### src/rtl/ec_port_pkg.sv
package ec_port_pkg;

    localparam logic [7:0] OP_RD        = 8'h80;
    localparam logic [7:0] OP_WR        = 8'h81;
    localparam logic [7:0] OP_BURST_ON  = 8'h82;
    localparam logic [7:0] OP_BURST_OFF = 8'h83;
    localparam logic [7:0] OP_QUERY     = 8'h84;
    localparam logic [7:0] EVT_NONE     = 8'h00;

    localparam int ST_OBF   = 0;
    localparam int ST_IBF   = 1;
    localparam int ST_CMD   = 3;
    localparam int ST_BURST = 4;

    typedef enum logic [1:0] {
        SQ_IDLE,
        SQ_RD_ADDR,
        SQ_WR_ADDR,
        SQ_WR_DATA
    } seq_state_e;

    typedef struct packed {
        logic       is_cmd;
        logic [7:0] data;
    } host_byte_t;

    function automatic logic [7:0] pack_status(input logic obf, input logic ibf,
                                               input logic cmd, input logic burst);
        logic [7:0] s;
        s           = 8'h00;
        s[ST_OBF]   = obf;
        s[ST_IBF]   = ibf;
        s[ST_CMD]   = cmd;
        s[ST_BURST] = burst;
        return s;
    endfunction

endpackage

### src/rtl/ec_in_latch.sv
module ec_in_latch
    import ec_port_pkg::*;
#(
    parameter int IBF_HOLD = 4
) (
    input  logic       clk,
    input  logic       rst,
    input  logic       accept,
    input  host_byte_t in_byte,
    output logic       ibf,
    output logic       take,
    output logic       cmd_flag,
    output host_byte_t held
);
    localparam int CW = $clog2(IBF_HOLD + 1);

    logic [CW-1:0] cnt;

    always_ff @(posedge clk) begin
        if (rst) begin
            ibf      <= 1'b0;
            cnt      <= '0;
            held     <= '0;
            cmd_flag <= 1'b0;
        end else if (accept) begin
            ibf      <= 1'b1;
            cnt      <= CW'(IBF_HOLD);
            held     <= in_byte;
            cmd_flag <= in_byte.is_cmd;
        end else if (ibf) begin
            cnt <= cnt - CW'(1);
            if (cnt == CW'(1)) ibf <= 1'b0;
        end
    end

    assign take = ibf && (cnt == CW'(1));

    AST_IBF_DROPS_ON_TAKE: assert property (@(posedge clk) disable iff (rst)
        $fell(ibf) |-> $past(take));

    AST_ACCEPT_ONLY_IDLE: assert property (@(posedge clk) disable iff (rst)
        accept |-> !ibf);

endmodule

### src/rtl/ec_seq.sv
module ec_seq
    import ec_port_pkg::*;
(
    input  logic       clk,
    input  logic       rst,
    input  logic       take,
    input  host_byte_t held,
    input  logic [7:0] reg_rdata,
    output logic [7:0] reg_addr,
    output logic [7:0] reg_wdata,
    output logic       reg_we,
    output logic       reg_re,
    output logic       load_obf,
    output logic [7:0] load_val,
    output logic       burst
);
    seq_state_e state, state_n;
    logic [7:0] addr_q;
    logic       burst_n;

    always_comb begin
        state_n   = state;
        burst_n   = burst;
        reg_we    = 1'b0;
        reg_re    = 1'b0;
        load_obf  = 1'b0;
        load_val  = EVT_NONE;
        reg_addr  = addr_q;
        reg_wdata = held.data;
        if (take) begin
            if (held.is_cmd) begin
                state_n = SQ_IDLE;
                case (held.data)
                    OP_RD:        state_n = SQ_RD_ADDR;
                    OP_WR:        state_n = SQ_WR_ADDR;
                    OP_BURST_ON:  burst_n = 1'b1;
                    OP_BURST_OFF: burst_n = 1'b0;
                    OP_QUERY: begin
                        load_obf = 1'b1;
                        load_val = EVT_NONE;
                    end
                    default:      state_n = SQ_IDLE;
                endcase
            end else begin
                case (state)
                    SQ_RD_ADDR: begin
                        reg_addr = held.data;
                        reg_re   = 1'b1;
                        load_obf = 1'b1;
                        load_val = reg_rdata;
                        state_n  = SQ_IDLE;
                    end
                    SQ_WR_ADDR: state_n = SQ_WR_DATA;
                    SQ_WR_DATA: begin
                        reg_we  = 1'b1;
                        state_n = SQ_IDLE;
                    end
                    default:    state_n = SQ_IDLE;
                endcase
            end
        end
    end

    always_ff @(posedge clk) begin
        if (rst) begin
            state  <= SQ_IDLE;
            addr_q <= 8'h00;
            burst  <= 1'b0;
        end else begin
            state <= state_n;
            burst <= burst_n;
            if (take && !held.is_cmd && state == SQ_WR_ADDR) addr_q <= held.data;
        end
    end

    AST_STROBE_EXCL: assert property (@(posedge clk) disable iff (rst)
        !(reg_we && reg_re));

    AST_BURST_HOLD: assert property (@(posedge clk) disable iff (rst)
        !take |=> $stable(burst));

    AST_IDLE_DATA_QUIET: assert property (@(posedge clk) disable iff (rst)
        (take && !held.is_cmd && state == SQ_IDLE) |-> !(reg_we || reg_re || load_obf));

endmodule

### src/rtl/ec_out_buf.sv
module ec_out_buf (
    input  logic       clk,
    input  logic       rst,
    input  logic       load,
    input  logic [7:0] load_val,
    input  logic       drain,
    output logic       obf,
    output logic [7:0] obuf
);
    always_ff @(posedge clk) begin
        if (rst) begin
            obf  <= 1'b0;
            obuf <= 8'h00;
        end else if (load) begin
            obf  <= 1'b1;
            obuf <= load_val;
        end else if (drain) begin
            obf <= 1'b0;
        end
    end

    AST_LOAD_SETS_OBF: assert property (@(posedge clk) disable iff (rst)
        load |=> (obf && obuf == $past(load_val)));

    AST_IDLE_KEEPS_OBF: assert property (@(posedge clk) disable iff (rst)
        (!load && !drain) |=> $stable(obf));

endmodule

### src/rtl/ec_host_port.sv
module ec_host_port
    import ec_port_pkg::*;
#(
    parameter int ADDR_W   = 3,
    parameter int DATA_OFS = 0,
    parameter int CTRL_OFS = 4,
    parameter int IBF_HOLD = 4
) (
    input  logic              clk,
    input  logic              rst,
    input  logic [ADDR_W-1:0] host_addr,
    input  logic              host_rd,
    input  logic              host_wr,
    input  logic [7:0]        host_wdata,
    output logic [7:0]        host_rdata,
    output logic [7:0]        reg_addr,
    output logic [7:0]        reg_wdata,
    output logic              reg_we,
    output logic              reg_re,
    input  logic [7:0]        reg_rdata
);
    localparam logic [ADDR_W-1:0] A_DATA = ADDR_W'(DATA_OFS);
    localparam logic [ADDR_W-1:0] A_CTRL = ADDR_W'(CTRL_OFS);

    logic       sel_data, sel_ctrl, accept, drain;
    logic       ibf, take, cmd_flag, burst, obf, load_obf;
    logic [7:0] obuf, load_val;
    host_byte_t in_byte, held;

    assign sel_data = (host_addr == A_DATA);
    assign sel_ctrl = (host_addr == A_CTRL);
    assign accept   = host_wr && (sel_data || sel_ctrl) && !ibf;
    assign drain    = host_rd && sel_data;
    assign in_byte  = '{is_cmd: sel_ctrl, data: host_wdata};

    ec_in_latch #(.IBF_HOLD(IBF_HOLD)) u_latch (
        .clk(clk), .rst(rst), .accept(accept), .in_byte(in_byte),
        .ibf(ibf), .take(take), .cmd_flag(cmd_flag), .held(held)
    );

    ec_seq u_seq (
        .clk(clk), .rst(rst), .take(take), .held(held), .reg_rdata(reg_rdata),
        .reg_addr(reg_addr), .reg_wdata(reg_wdata), .reg_we(reg_we), .reg_re(reg_re),
        .load_obf(load_obf), .load_val(load_val), .burst(burst)
    );

    ec_out_buf u_obuf (
        .clk(clk), .rst(rst), .load(load_obf), .load_val(load_val), .drain(drain),
        .obf(obf), .obuf(obuf)
    );

    always_comb begin
        if (sel_ctrl)      host_rdata = pack_status(obf, ibf, cmd_flag, burst);
        else if (sel_data) host_rdata = obuf;
        else               host_rdata = 8'h00;
    end

    AST_WRITE_SETS_IBF: assert property (@(posedge clk) disable iff (rst)
        (host_wr && (sel_data || sel_ctrl) && !ibf) |=> ibf);

    AST_STRAY_WRITE_IDLE: assert property (@(posedge clk) disable iff (rst)
        (host_wr && !sel_data && !sel_ctrl && !ibf) |=> !ibf);

    AST_READ_FILLS_OBF: assert property (@(posedge clk) disable iff (rst)
        reg_re |=> obf);

endmodule

### config.mk
export PLATFORM = sky130hd
export DESIGN_NAME = ec_host_port
export DESIGN_NICKNAME = d
export VERILOG_FILES = /design/src/rtl/ec_port_pkg.sv /design/src/rtl/ec_in_latch.sv /design/src/rtl/ec_seq.sv /design/src/rtl/ec_out_buf.sv /design/src/rtl/ec_host_port.sv
export SDC_FILE = /design/constraint.sdc
export NUM_CORES = 1
export LEC_CHECK = 0
export CELL_PAD_IN_SITES_DETAIL_PLACEMENT = 1
export CELL_PAD_IN_SITES_GLOBAL_PLACEMENT = 2
export CORE_ASPECT_RATIO = 1.2
export CORE_MARGIN = 3
export CORE_UTILIZATION = 29
export CTS_CLUSTER_SIZE = 12
export DETAILED_ROUTE_END_ITERATION = 6
export PLACE_DENSITY_LB_ADDON = 0.08
export SKIP_LAST_GASP = 1
export SLEW_MARGIN = 20
export SYNTH_ARGS = -nofsm -noshare
export SYNTH_HDL_FRONTEND = slang
export SYNTH_SLANG_ARGS = --single-unit
### constraint.sdc
create_clock -name clk -period 3.9 [get_ports clk]
set_input_delay 0.975 -clock clk [delete_from_list [all_inputs] [get_ports clk]]
set_output_delay 0.975 -clock clk [all_outputs]
set_load 0.05 [all_outputs]
; Word level (Yosys, flattened, before mapping)
; Index checks and enable logic that the tools add are counted.
; W data, S select, Z words.
[classes]
eq_ne = 10
reduce_logical = 15
addsub = 1
n_mux = 28
[ops]
columns = operator, n
row1 = $mux W8, 8
row2 = $eq A8 B8 Y1 const B, 5
row3 = $mux W1, 14
row4 = $logic_and A1 B1 Y1, 6
row5 = $mux W3, 2
row6 = $reduce_bool A2 Y1, 3
row7 = $eq A2 B2 Y1 const B, 2
row8 = $mux W2, 2
row9 = $pmux W2 S2, 1
row10 = $eq A3 B1 Y1 const B, 1
row11 = $eq A3 B3 Y1 const B, 1
row12 = $logic_not A3 Y1, 1
row13 = $reduce_and A3 Y1, 1
row14 = $sub A3 B1 Y3 const B, 1
row15 = $eq A2 B1 Y1 const B, 1
row16 = $logic_not A1 Y1, 2
row17 = $pmux W1 S2, 1
row18 = $reduce_or A2 Y1, 1
row19 = $logic_or A1 B1 Y1, 1
[word_totals]
inputBits = 23
output_inout_bits = 26
ff_bits = 33

; Longest topological paths before layout
; Gate-level depths: netlist of run 1.
[logic_depth]
ltp_word = 5
mapped_depth = 7
ltp_nobuf = 6

; Hierarchy
; A second synthesis of run 1 with hierarchy kept.
[unflattened]
cells_unflattened = 177
area_unflattened_um2 = 1726.7
[by_module_without_submodules]
columns = mod, area_each_um2, seq_area_each_um2, n_inst, cells_each
row1 = ec_seq, 744.5, 220.2, 1, 75
row2 = ec_in_latch, 521.8, 260.2, 1, 52
row3 = ec_out_buf, 321.6, 180.2, 1, 30
row4 = ec_host_port, 138.9, 0.0, 1, 20

; Worst setup path after synthesis of run 1
; Ideal clock, no wire load.
[synth_path]
kind = in2out
startpoint = input port host_addr[2]
endpoint = output port host_rdata[0]
path_slack_ns = 0.538
required_ns = 2.925
arrival_time_ns = 2.387
cell_stages = 3
path_cell_list = clkbuf_1 > mux2i_1 > nor3_1
[synth_between]
elab_chain_len = 3
elab_cells_between_ends = 4
classes_between = eq/ne: 1 / mux: 2 / reduce/logical: 1
[synth_lines]
columns = element, line
row1 = start: declaration, ec_host_port.sv:11  ; input logic [ADDR_W-1:0] host_addr,
row2 = $logic_not A3 Y1, ec_host_port.sv:30  ; assign sel_data = (host_addr == A_DATA);
row3 = $mux W8, ec_host_port.sv:54  ; else if (sel_data) host_rdata = obuf;
row4 = $mux W8 *, ec_host_port.sv:53  ; if (sel_ctrl) host_rdata = pack_status(obf, ibf, cmd_flag, burst);
row5 = end: declaration, ec_host_port.sv:15  ; output logic [7:0] host_rdata,
; Every way passes the cells marked *; elsewhere a longest branch is shown, timed or not.

==> metrics.md, run 1 <==
| Metric | Value |
|---|---|
| Place WS | `366 ps` |
| Clk_skew | `5.41 ps` |
| WL/cell | `16.5 um` |
| # placed instances | `294` |
| Synth Area in Simple Gates | `0.232` |
| Worst IR Drop VDD | `0.204 mV` |
| Most common cell in the netlist | `dfxtp_1` |
| H-tree levels | `2` |
| Starting Density | `0.308` |
| Post-synth top cells | `dfxtp_1, nand2_1, a21oi_1` |
| Crit path capture type | `primary output` |
| Vias in the first global route | `1,714` |
| Util after Layout | `0.428` |
| Non-Filler Instances | `302` |
| Netlist cell types | `38` |
| CP max stage delay | `800 ps` |
| Most area-hungry cell type in the Yosys netlist | `dfxtp_1` |
| Synthesized area | `1660 um^2` |
| Required @ worst endpoint | `2920 ps` |
| Final hold violations | `0` |
| Die extent in y | `89.0 um` |
| Port Buffers | `48` |
| Final setup vio count | `0` |
| DP HPWL | `3620 um` |
| DRT Pass-1 Iters | `4` |
| Least-Margin Pin Slew | `1030 ps` |
| Skew-Pair Late Insertion Delay | `280 ps` |
| Multiplexer share of the synthesized area | `0.0895` |
| R2R depth | `3` |
| Cells after Synth | `198` |
| Diode count | `0` |
| Compound-cell area share of the yosys netlist | `0.171` |
| Crit path DAT | `2780 ps` |
| Yosys top cell area share | `0.397` |
| RSZ-0062 raised after global routing | `false` |
| Post-synth net total | `223` |
| Drt total wl | `4980 um` |
| Share of flip-flops with an asynchronous set or reset | `0` |
| Share of cells above drive strength 1 | `0.138` |
| Post-route setup slack | `144 ps` |
| Rel. slew slack | `0.313` |
| Largest family of logic cells by synthesized area | `simple AND/OR/NAND/NOR gates` |
| GR Overflow Total | `0` |
| Max-cap check violation count | `0` |
| FF-to-FF Start | `u_latch.held[5]` |
| Hold crit path type | `reg2reg` |
| Synth warn | `0` |
| First-pass GRT wire length | `8240 um` |
| Worst-path cell chain | `or3b_1 > or2_2 > mux2_2 > clkdlybuf4s50_1` |
| Synth area leaders | `dfxtp_1, a21oi_1, nand2_1, mux2_2, o21ai_0` |
| Worst setup path endpoint | `reg_addr[1]` |
| DRC | `0` |
| PD cells | `328 nW/um^2` |
| Fin crit share | `0.963` |
| Avg Cell Area, Syn | `8.40 um^2` |
| Reg clk slew, reported paths | `70 ps` |
| CTS tree | `built` |
| Register bit count reported by yosys | `33` |
| Setup TNS | `0 ps` |
| Clk buf depth | `2` |
| Detail Route Antenna Nets | `0` |
| Die width | `75.2 um` |
| Sequential area share after synthesis | `0.397` |
| Worst Setup SP | `u_latch.cmd_flag` |
| Flop2flop setup slack | `2030 ps` |
| Worst-path fanout max | `17` |
| Sinks on Clock Net | `33` |
| Synth Area in Adders | `0.0150` |
| Core area | `5410 um^2` |
| XOR/XNOR Fraction of Synth Area | `0.0105` |
| LEAKAGE | `0.000853 uW` |
| CP Launch Type | `flip-flop` |
| Initial antenna violation count | `0` |
| Routed vias/inst | `5.25` |
| # IOs | `49` |
| Worst Hold Path Cells | `2` |
| Nets | `264` |
| Row Count | `29` |
| GR Util All Layers | `0.159` |
| Final GP Congestion | `0.767` |
| P&R area growth vs syn | `39.1%` |
| Count of pins over their slew limit | `0` |
| TritonCTS Buffers | `5` |
| Outcome | `completed` |
| Top_reg_cell synth | `dfxtp_1` |
| Slowest cell on crit path | `clkdlybuf4s50_1` |
| Routed vias | `1,587` |
| Tmin final | `3760 ps` |
| Crit Path Class | `reg2out` |
| Root Buffer | `clkbuf_8` |
| EDFF count, synth | `0` |
| Max Freq | `266 MHz` |
| Worst r2r dst | `u_obuf.obuf[4]` |
| Die area | `6690 um^2` |
| Pin count of the biggest net entering global routing | `28` |
| Initial DRC count | `57` |
==> through the flow <==
| step | total power, uW | hold WS (ps) | cell area, um^2 |
|---|---|---|---|
| 6_report | 759 | 485 | 2310 |
| 5_1_grt | 794 | 515 | 2310 |
| 4_1_cts | 770 | 486 | 2310 |
| 3_5_place_dp | 433 | 476 | 2190 |
| 3_3_place_gp | 430 | 460 | 2190 |
| 2_1_floorplan | 395 | 450 | 1660 |
==> report_power, final <==
part           internal [uW]  leakage (uW)  switching (uW)
registers                343      0.000267            8.76
clock network            208     0.0000585             126
logic                   36.0      0.000527            37.2
==> state kept, by name, indices dropped and copies added, names as in the netlist <==
| signal | count |
|---|---|
| u_latch.held | 8 |
| u_obuf.obuf | 8 |
| u_seq.addr_q | 8 |
| u_latch.cnt | 3 |
| u_seq.state | 2 |
| u_latch.cmd_flag | 1 |
| u_latch.ibf | 1 |
| u_obuf.obf | 1 |
| u_seq.burst | 1 |
==> how the worst min path moves through the flow <==
stage                           end  slack (ps)            start
floorplan           u_seq.addr_q[0]         450  u_seq.addr_q[0]
global placement    u_seq.addr_q[3]         460  u_seq.addr_q[3]
detailed placement  u_seq.addr_q[3]         480  u_seq.addr_q[3]
CTS                 u_seq.addr_q[3]         490  u_seq.addr_q[3]
global route        u_seq.addr_q[3]         520  u_seq.addr_q[3]
finish              u_seq.addr_q[1]         480  u_seq.addr_q[1]
==> layout by cell type (no fill, tap or decap), types with 6 or more instances in the layout <==
cell	n
dfxtp_1	33
nor2b_1	8
nor3_1	7
o21ai_0	15
clkbuf_8	6
nand3_1	9
mux2_2	7
o32ai_1	8
a21oi_1	19
clkdlybuf4s50_1	40
buf_4	9
nand2_1	22
inv_1	12
==> routing by layer <==
metal  GRT usage  vias to the layer above  share of wire
met3      0.0360                        9          0.040
met5           0                        -              0
li1            -                      776              -
met4      0.0461                        0          0.021
met1       0.202                      761           0.46
met2       0.267                       41           0.48
==> logic make-up (layout without fill, tap and decap cells) <==
logic type      Yosys count  after routing
compound gates           48             48
flops                    33             33
buf+inv                  31             73
simple gates             69             69
mux                      13             13
fa+ha+maj                 2              2
xor+xnor                  2              2
==> final cells by class <==
type                            count  area [um^2]
Multi-Input combinational cell    134          867
Timing Repair Buffer               53          548
Clock buffer                        7         86.3
Clock inverter                      1         30.0
Tap cell                           62         77.6
Fill cell                         633         3090
Inverter                           12         45.0
Sequential cell                    33          661
==> worst max-delay path, delay by kind of cell, from the launching register on <==
kind | cells | cell delay, ps
buffers and inverters | 1 | 800
DFF | 1 | 380
muxes | 1 | 300
and+or+nand+nor | 2 | 1020
==> what timing repair did <==
action                                  CTS  global route
hold buffers                              0             0
setup buffers                             0             0
gates resized for setup                   0             1
endpoints found under the setup margin    0             8
No activity file was read; power rests on OpenSTA's default activity.
==> inputs of run 2 (changes only) <==
- CORE_UTILIZATION: 29 -> 27
- clock period: 3.9 -> 4.2 ns (I/O delays scaled with it)
==> metrics.md, run 2 (synthesized netlist as in run 1, its figures left out) <==
| Metric | Value |
|---|---|
| Worst-path fanout max | `17 (unchanged)` |
| Critical path's top delay family | `simple AND/OR/NAND/NOR gates (unchanged)` |
| Most frequent cells in the layout | `clkdlybuf4s50_1, dfxtp_1, nand2_1 (unchanged)` |
| Routed vias/inst | `4.88 (was 5.25)` |
| Crit path capture type | `primary output (unchanged)` |
| RSZ-0062 raised after global routing | `false (unchanged)` |
| Core area | `5820 um^2 (was 5410 um^2)` |
| Final hold violations | `0 (unchanged)` |
| Die extent in y | `92 um (was 89.0 um)` |
| Initial antenna violation count | `0 (unchanged)` |
| CP Buf/Inv Count | `1 (unchanged)` |
| Nets | `263 (was 264)` |
| Reg clk slew, reported paths | `70 ps (about the same)` |
| CTS tree | `built (unchanged)` |
| # IOs | `49 (unchanged)` |
| # hold bufs at CTS | `0 (unchanged)` |
| Share of cells above drive strength 1 | `0.130 (was 0.138)` |
| Postcts setup bufs | `0 (unchanged)` |
| Diode count | `0 (unchanged)` |
| DRC | `0 (unchanged)` |
| First-pass GRT wire length | `8030 um (was 8240 um)` |
| Row Count | `30 (was 29)` |
| Hold crit path type | `reg2reg (unchanged)` |
| Post-route setup slack | `321 ps (was 144 ps)` |
| Slowest cell on crit path | `clkdlybuf4s50_1 (unchanged)` |
| DP HPWL | `3540 um (was 3620 um)` |
| Crit Path Class | `reg2out (unchanged)` |
| Required @ worst endpoint | `3150 ps (was 2920 ps)` |
| Tmin final | `3880 ps` |
| Pin count of the biggest net entering global routing | `34 (was 28)` |
| GR Overflow Total | `0 (unchanged)` |
| Crit path DAT | `2830 ps (was 2780 ps)` |
| Port Buffers | `48 (unchanged)` |
| Most common cell after layout, fill and taps aside | `clkdlybuf4s50_1 (unchanged)` |
| Starting Density | `0.286 (was 0.308)` |
| Detail Route Antenna Nets | `0 (unchanged)` |
| CP Launch Type | `flip-flop (unchanged)` |
| Skew-Pair Late Insertion Delay | `280 ps (about the same)` |
| Post-cts sizing count | `0 (unchanged)` |
| Worst-path cell chain | `or3b_1 > or2_1 > mux2_2 > clkdlybuf4s50_1 (was or3b_1 > or2_2 > mux2_2 > clkdlybuf4s50_1)` |
| Clk buf depth | `2 (unchanged)` |
| Final setup vio count | `0 (unchanged)` |
| Sinks on Clock Net | `33 (unchanged)` |
| Routed vias | `1,553 (was 1,587)` |
| Outcome | `completed (unchanged)` |
| Setup TNS | `0 ps (unchanged)` |
| Hold WS | `478 ps (was 485 ps)` |
| PD cells | `281 nW/um^2 (was 328 nW/um^2)` |
| Root Buffer | `clkbuf_8 (unchanged)` |
| Count of pins over their slew limit | `0 (unchanged)` |
| Max Freq | `258 MHz` |
| GR Util All Layers | `0.140 (was 0.159)` |
| DRT Pass-1 Iters | `4 (unchanged)` |
| Fin crit share | `0.924` |
| Die width | `77.7 um (was 75.2 um)` |
| Final GP Congestion | `0.745 (was 0.767)` |
| Rel. slew slack | `0.505 (was 0.313)` |
| WL/cell | `15.0 um (was 16.5 um)` |
| LEAKAGE | `0.000823 uW (was 0.000853 uW)` |
| Clk_skew | `5.07 ps (was 5.41 ps)` |
| Die area | `7150 um^2 (was 6690 um^2)` |
| Max-cap check violation count | `0 (unchanged)` |
| Worst IR Drop VDD | `0.149 mV (was 0.204 mV)` |
| H-tree levels | `2 (unchanged)` |
| Top Registers | `u_latch.held: 8 flops, u_obuf.obuf: 8 flops, u_seq.addr_q: 8 flops (unchanged)` |
| P&R area growth vs syn | `34.9% (was 39.1%)` |
| Drt total wl | `4780 um (was 4980 um)` |
| Least-Margin Pin Slew | `733 ps (was 1030 ps)` |
| TritonCTS Buffers | `5 (unchanged)` |
| Vias in the first global route | `1,671 (was 1,714)` |
| Place WS | `625 ps (was 366 ps)` |
| Initial DRC count | `48 (was 57)` |
| CP max stage delay | `800 ps (about the same)` |
[run 2: routing by layer]
metal,wire [um],global-route usage,up-vias
met1,2170,0.167,721
li1,-,-,774
met2,2230,0.233,44
met3,246,0.0413,14
met5,0,0,-
met4,138,0.0579,0
[run 2: report_power, final]
group | leakage [uW] | switching, uW | total, uW | internal (uW)
clock network | 0.0000443 | 106 | 236 | 130
logic | 0.000512 | 34.3 | 66.6 | 32.3
registers | 0.000267 | 8.45 | 327 | 319
total | 0.000823 | 149 | 630 | 481
[run 2: stage by stage]
| step | instances | power [uW] | util | area [um^2] |
|---|---|---|---|---|
| global route | 318 | 660 | 0.386 | 2240 |
| detailed placement | 311 | 401 | 0.370 | 2150 |
| CTS | 318 | 644 | 0.385 | 2240 |
| finish | 318 | 630 | 0.386 | 2240 |
| floorplan | 198 | 366 | - | 1660 |
| global placement | 311 | 399 | 0.371 | 2160 |
[run 2: final cells by class]
cell class,count,area [um^2]
clock buffer,7,86.3
fill,683,3570
inverter,12,45.0
multi-input combinational,134,867
sequential,33,661
tap,80,100
timing repair buffer,52,485
[run 2: worst paths after layout]
kind	startpoint	to	slack, ps	depth (start not counted)
min	u_seq.addr_q[0]	u_seq.addr_q[0]	480	2
min reg2reg	u_seq.addr_q[0]	u_seq.addr_q[0]	480	2
max reg2reg	u_latch.cmd_flag	u_obuf.obf	2230	4
max	u_latch.cmd_flag	reg_addr[4]	320	4
[run 2: worst min-delay path: stages, from the launching register on]
cell     delay (ps)
dfxtp_1         310
o21ai_0          60
a21oi_1          60
==> inputs of run 3 (changes only) <==
- CELL_PAD_IN_SITES_DETAIL_PLACEMENT: 1 -> unset
- CELL_PAD_IN_SITES_GLOBAL_PLACEMENT: 2 -> unset
- CORE_UTILIZATION: 27 -> 42
- clock period: 4.2 -> 3.35 ns (I/O delays scaled with it)
==> metrics.md, run 3 (synthesized netlist as in run 1, its figures left out) <==
| Metric | Value |
|---|---|
| TritonCTS Buffers | `5 (unchanged)` |
| DRT Pass-1 Iters | `4 (unchanged)` |
| Post-cts sizing count | `0 (unchanged)` |
| Worst Hold Path Cells | `2 (unchanged)` |
| Sequential Power Share | `0.498 (was 0.519)` |
| Hold crit path type | `reg2reg (unchanged)` |
| Worst-path fanout max | `17 (unchanged)` |
| Nets | `265 (was 263)` |
| P&R area growth vs syn | `44.9% (was 34.9%)` |
| Flop2flop setup slack | `1270 ps (was 2230 ps)` |
| Root Buffer | `clkbuf_8 (unchanged)` |
| Sinks on Clock Net | `33 (unchanged)` |
| Outcome | `completed (unchanged)` |
| Fillcell total | `343 (was 683)` |
| GR Util All Layers | `0.196 (was 0.140)` |
| Port Buffers | `48 (unchanged)` |
| Most frequent cells in the layout | `dfxtp_1, clkdlybuf4s50_1, nand2_1 (was clkdlybuf4s50_1, dfxtp_1, nand2_1)` |
| CTS tree | `built (unchanged)` |
| Post-route setup slack | `211 ps (was 321 ps)` |
| WL/cell | `14.5 um (was 15.0 um)` |
| R2R depth | `4 (unchanged)` |
| # placed instances | `285 (was 311)` |
| Drt total wl | `4240 um (was 4780 um)` |
| Internal power | `628 uW (was 481 uW)` |
| Detail Route Antenna Nets | `0 (unchanged)` |
| Routed vias | `1,547 (was 1,553)` |
| Clk pwr share | `0.398 (was 0.375)` |
| Vias in the first global route | `1,593 (was 1,671)` |
| Rel. slew slack | `0.331 (was 0.505)` |
| CP Launch Type | `flip-flop (unchanged)` |
| Required @ worst endpoint | `2510 ps (was 3150 ps)` |
| Skew-Pair Late Insertion Delay | `280 ps (about the same)` |
| Hold WS | `481 ps (was 478 ps)` |
| Pin count of the biggest net entering global routing | `27 (was 34)` |
| Die extent in y | `75.0 um (was 92 um)` |
| Hold path startpoint | `u_seq.addr_q[7] (was u_seq.addr_q[0])` |
| Final GP Congestion | `0.798 (was 0.745)` |
| Clk buf depth | `2 (unchanged)` |
| Max-cap check violation count | `0 (unchanged)` |
| Clk_skew | `3.23 ps (was 5.07 ps)` |
| Reg clk slew, reported paths | `70 ps (about the same)` |
| RSZ-0062 raised after global routing | `false (unchanged)` |
| Final setup vio count | `0 (unchanged)` |
| Initial DRC count | `40 (was 48)` |
| LEAKAGE | `0.000898 uW (was 0.000823 uW)` |
| Logic gate share of total power | `0.105 (was 0.106)` |
| Die area | `4760 um^2 (was 7150 um^2)` |
| Sw frac | `0.235 (was 0.237)` |
| Least-Margin Pin Slew | `1000 ps (was 733 ps)` |
| Crit path DAT | `2300 ps (was 2830 ps)` |
| Die width | `63.5 um (was 77.7 um)` |
| FF-to-FF Start | `u_latch.cmd_flag (unchanged)` |
| Crit Path Class | `reg2out (unchanged)` |
| Non-Filler Instances | `293 (was 318)` |
| Worst IR Drop VDD | `0.307 mV (was 0.149 mV)` |
| Final hold violations | `0 (unchanged)` |
| Count of pins over their slew limit | `0 (unchanged)` |
| Row Count | `24 (was 30)` |
| Max Freq | `319 MHz` |
| Most common cell after layout, fill and taps aside | `dfxtp_1 (was clkdlybuf4s50_1)` |
| Core area | `3720 um^2 (was 5820 um^2)` |
| Top Registers | `u_latch.held: 8 flops, u_obuf.obuf: 8 flops, u_seq.addr_q: 8 flops (unchanged)` |
| Fin crit share | `0.937` |
| Starting Density | `0.447 (was 0.286)` |
| Worst hold endpoint | `u_seq.addr_q[7] (was u_seq.addr_q[0])` |
| First-pass GRT wire length | `7340 um (was 8030 um)` |
| Diode count | `0 (unchanged)` |
| Sw Pwr | `193 uW (was 149 uW)` |
| PD cells | `341 nW/um^2 (was 281 nW/um^2)` |
| Place WS | `331 ps (was 625 ps)` |
| Crit path capture type | `primary output (unchanged)` |
| Tmin final | `3140 ps` |
| DP HPWL | `3120 um (was 3540 um)` |
| Postcts setup bufs | `0 (unchanged)` |
| GR Overflow Total | `0 (unchanged)` |
| Share of cells above drive strength 1 | `0.178 (was 0.130)` |
| DRC | `0 (unchanged)` |
| # IOs | `49 (unchanged)` |
| # hold bufs at CTS | `0 (unchanged)` |
| Worst r2r dst | `u_obuf.obf (unchanged)` |
| Routed vias/inst | `5.28 (was 4.88)` |
| Setup TNS | `0 ps (unchanged)` |
| Initial antenna violation count | `0 (unchanged)` |
| H-tree levels | `2 (unchanged)` |
-- run 3: cell types whose count changed in the layout (fill, tap and decap cells not counted) --
cell / delta
buf_2: -1
clkinv_2: +1
clkdlybuf4s50_1: -8
buf_4: -4
clkbuf_8: +1
nor3b_1: +1
nor4b_1: -1
nor4b_2: +1
nor3b_2: -1
clkbuf_1: -1
buf_12: +15
-- run 3: how the worst max path moves through the flow --
stage	cells after the start	slack, ps	end	from
after global routing	4	100	reg_addr[0]	u_latch.cmd_flag
after floorplan	3	260	host_rdata[0]	host_addr[2]
after global placement	4	380	host_rdata[7]	host_addr[2]
after detailed placement	4	330	host_rdata[6]	host_addr[2]
after CTS	4	200	reg_addr[5]	u_latch.cmd_flag
final	4	210	reg_addr[5]	u_latch.cmd_flag
-- run 3: per-stage QoR --
| stage | total power [uW] | cell area [um^2] | util |
|---|---|---|---|
| after CTS | 833 | 2410 | 0.648 |
| after floorplan | 459 | 1660 | - |
| final | 821 | 2410 | 0.648 |
| after detailed placement | 504 | 2310 | 0.620 |
| after global placement | 502 | 2310 | 0.620 |
| after global routing | 860 | 2410 | 0.648 |
-- run 3: worst max-delay path: stages (launching register included) --
cell and delay [ps]:
dfxtp_1 380, or3b_1 530, or2_1 520, mux2_4 390
buf_4 190
-- run 3: layout make-up --
type	count	area, um^2	share of cell area
Sequential cell	33	661	0.274
Timing Repair Buffer	54	671	0.278
Multi-Input combinational cell	134	868	0.360
Clock inverter	1	5.00	0.00208
Clock buffer	7	96.3	0.0400
Tap cell	52	65.1	0.0270
Inverter	12	45.0	0.0187
-- run 3: routing by layer --
metal	routed length, um	global-route usage	vias up
met5	0	0	-
met3	248	0.0597	8
li1	-	-	780
met2	2150	0.354	45
met1	1770	0.220	714
met4	76	0.0719	0
-- run 3: power by group through the flow --
stage	clock, uW	sequential [uW]	combinational (uW)
CTS	337	409	87.0
finish	327	409	86.1
detailed placement	0	417	86.2
global route	356	410	93.7
global placement	0	417	85.0
floorplan	0	425	34.9
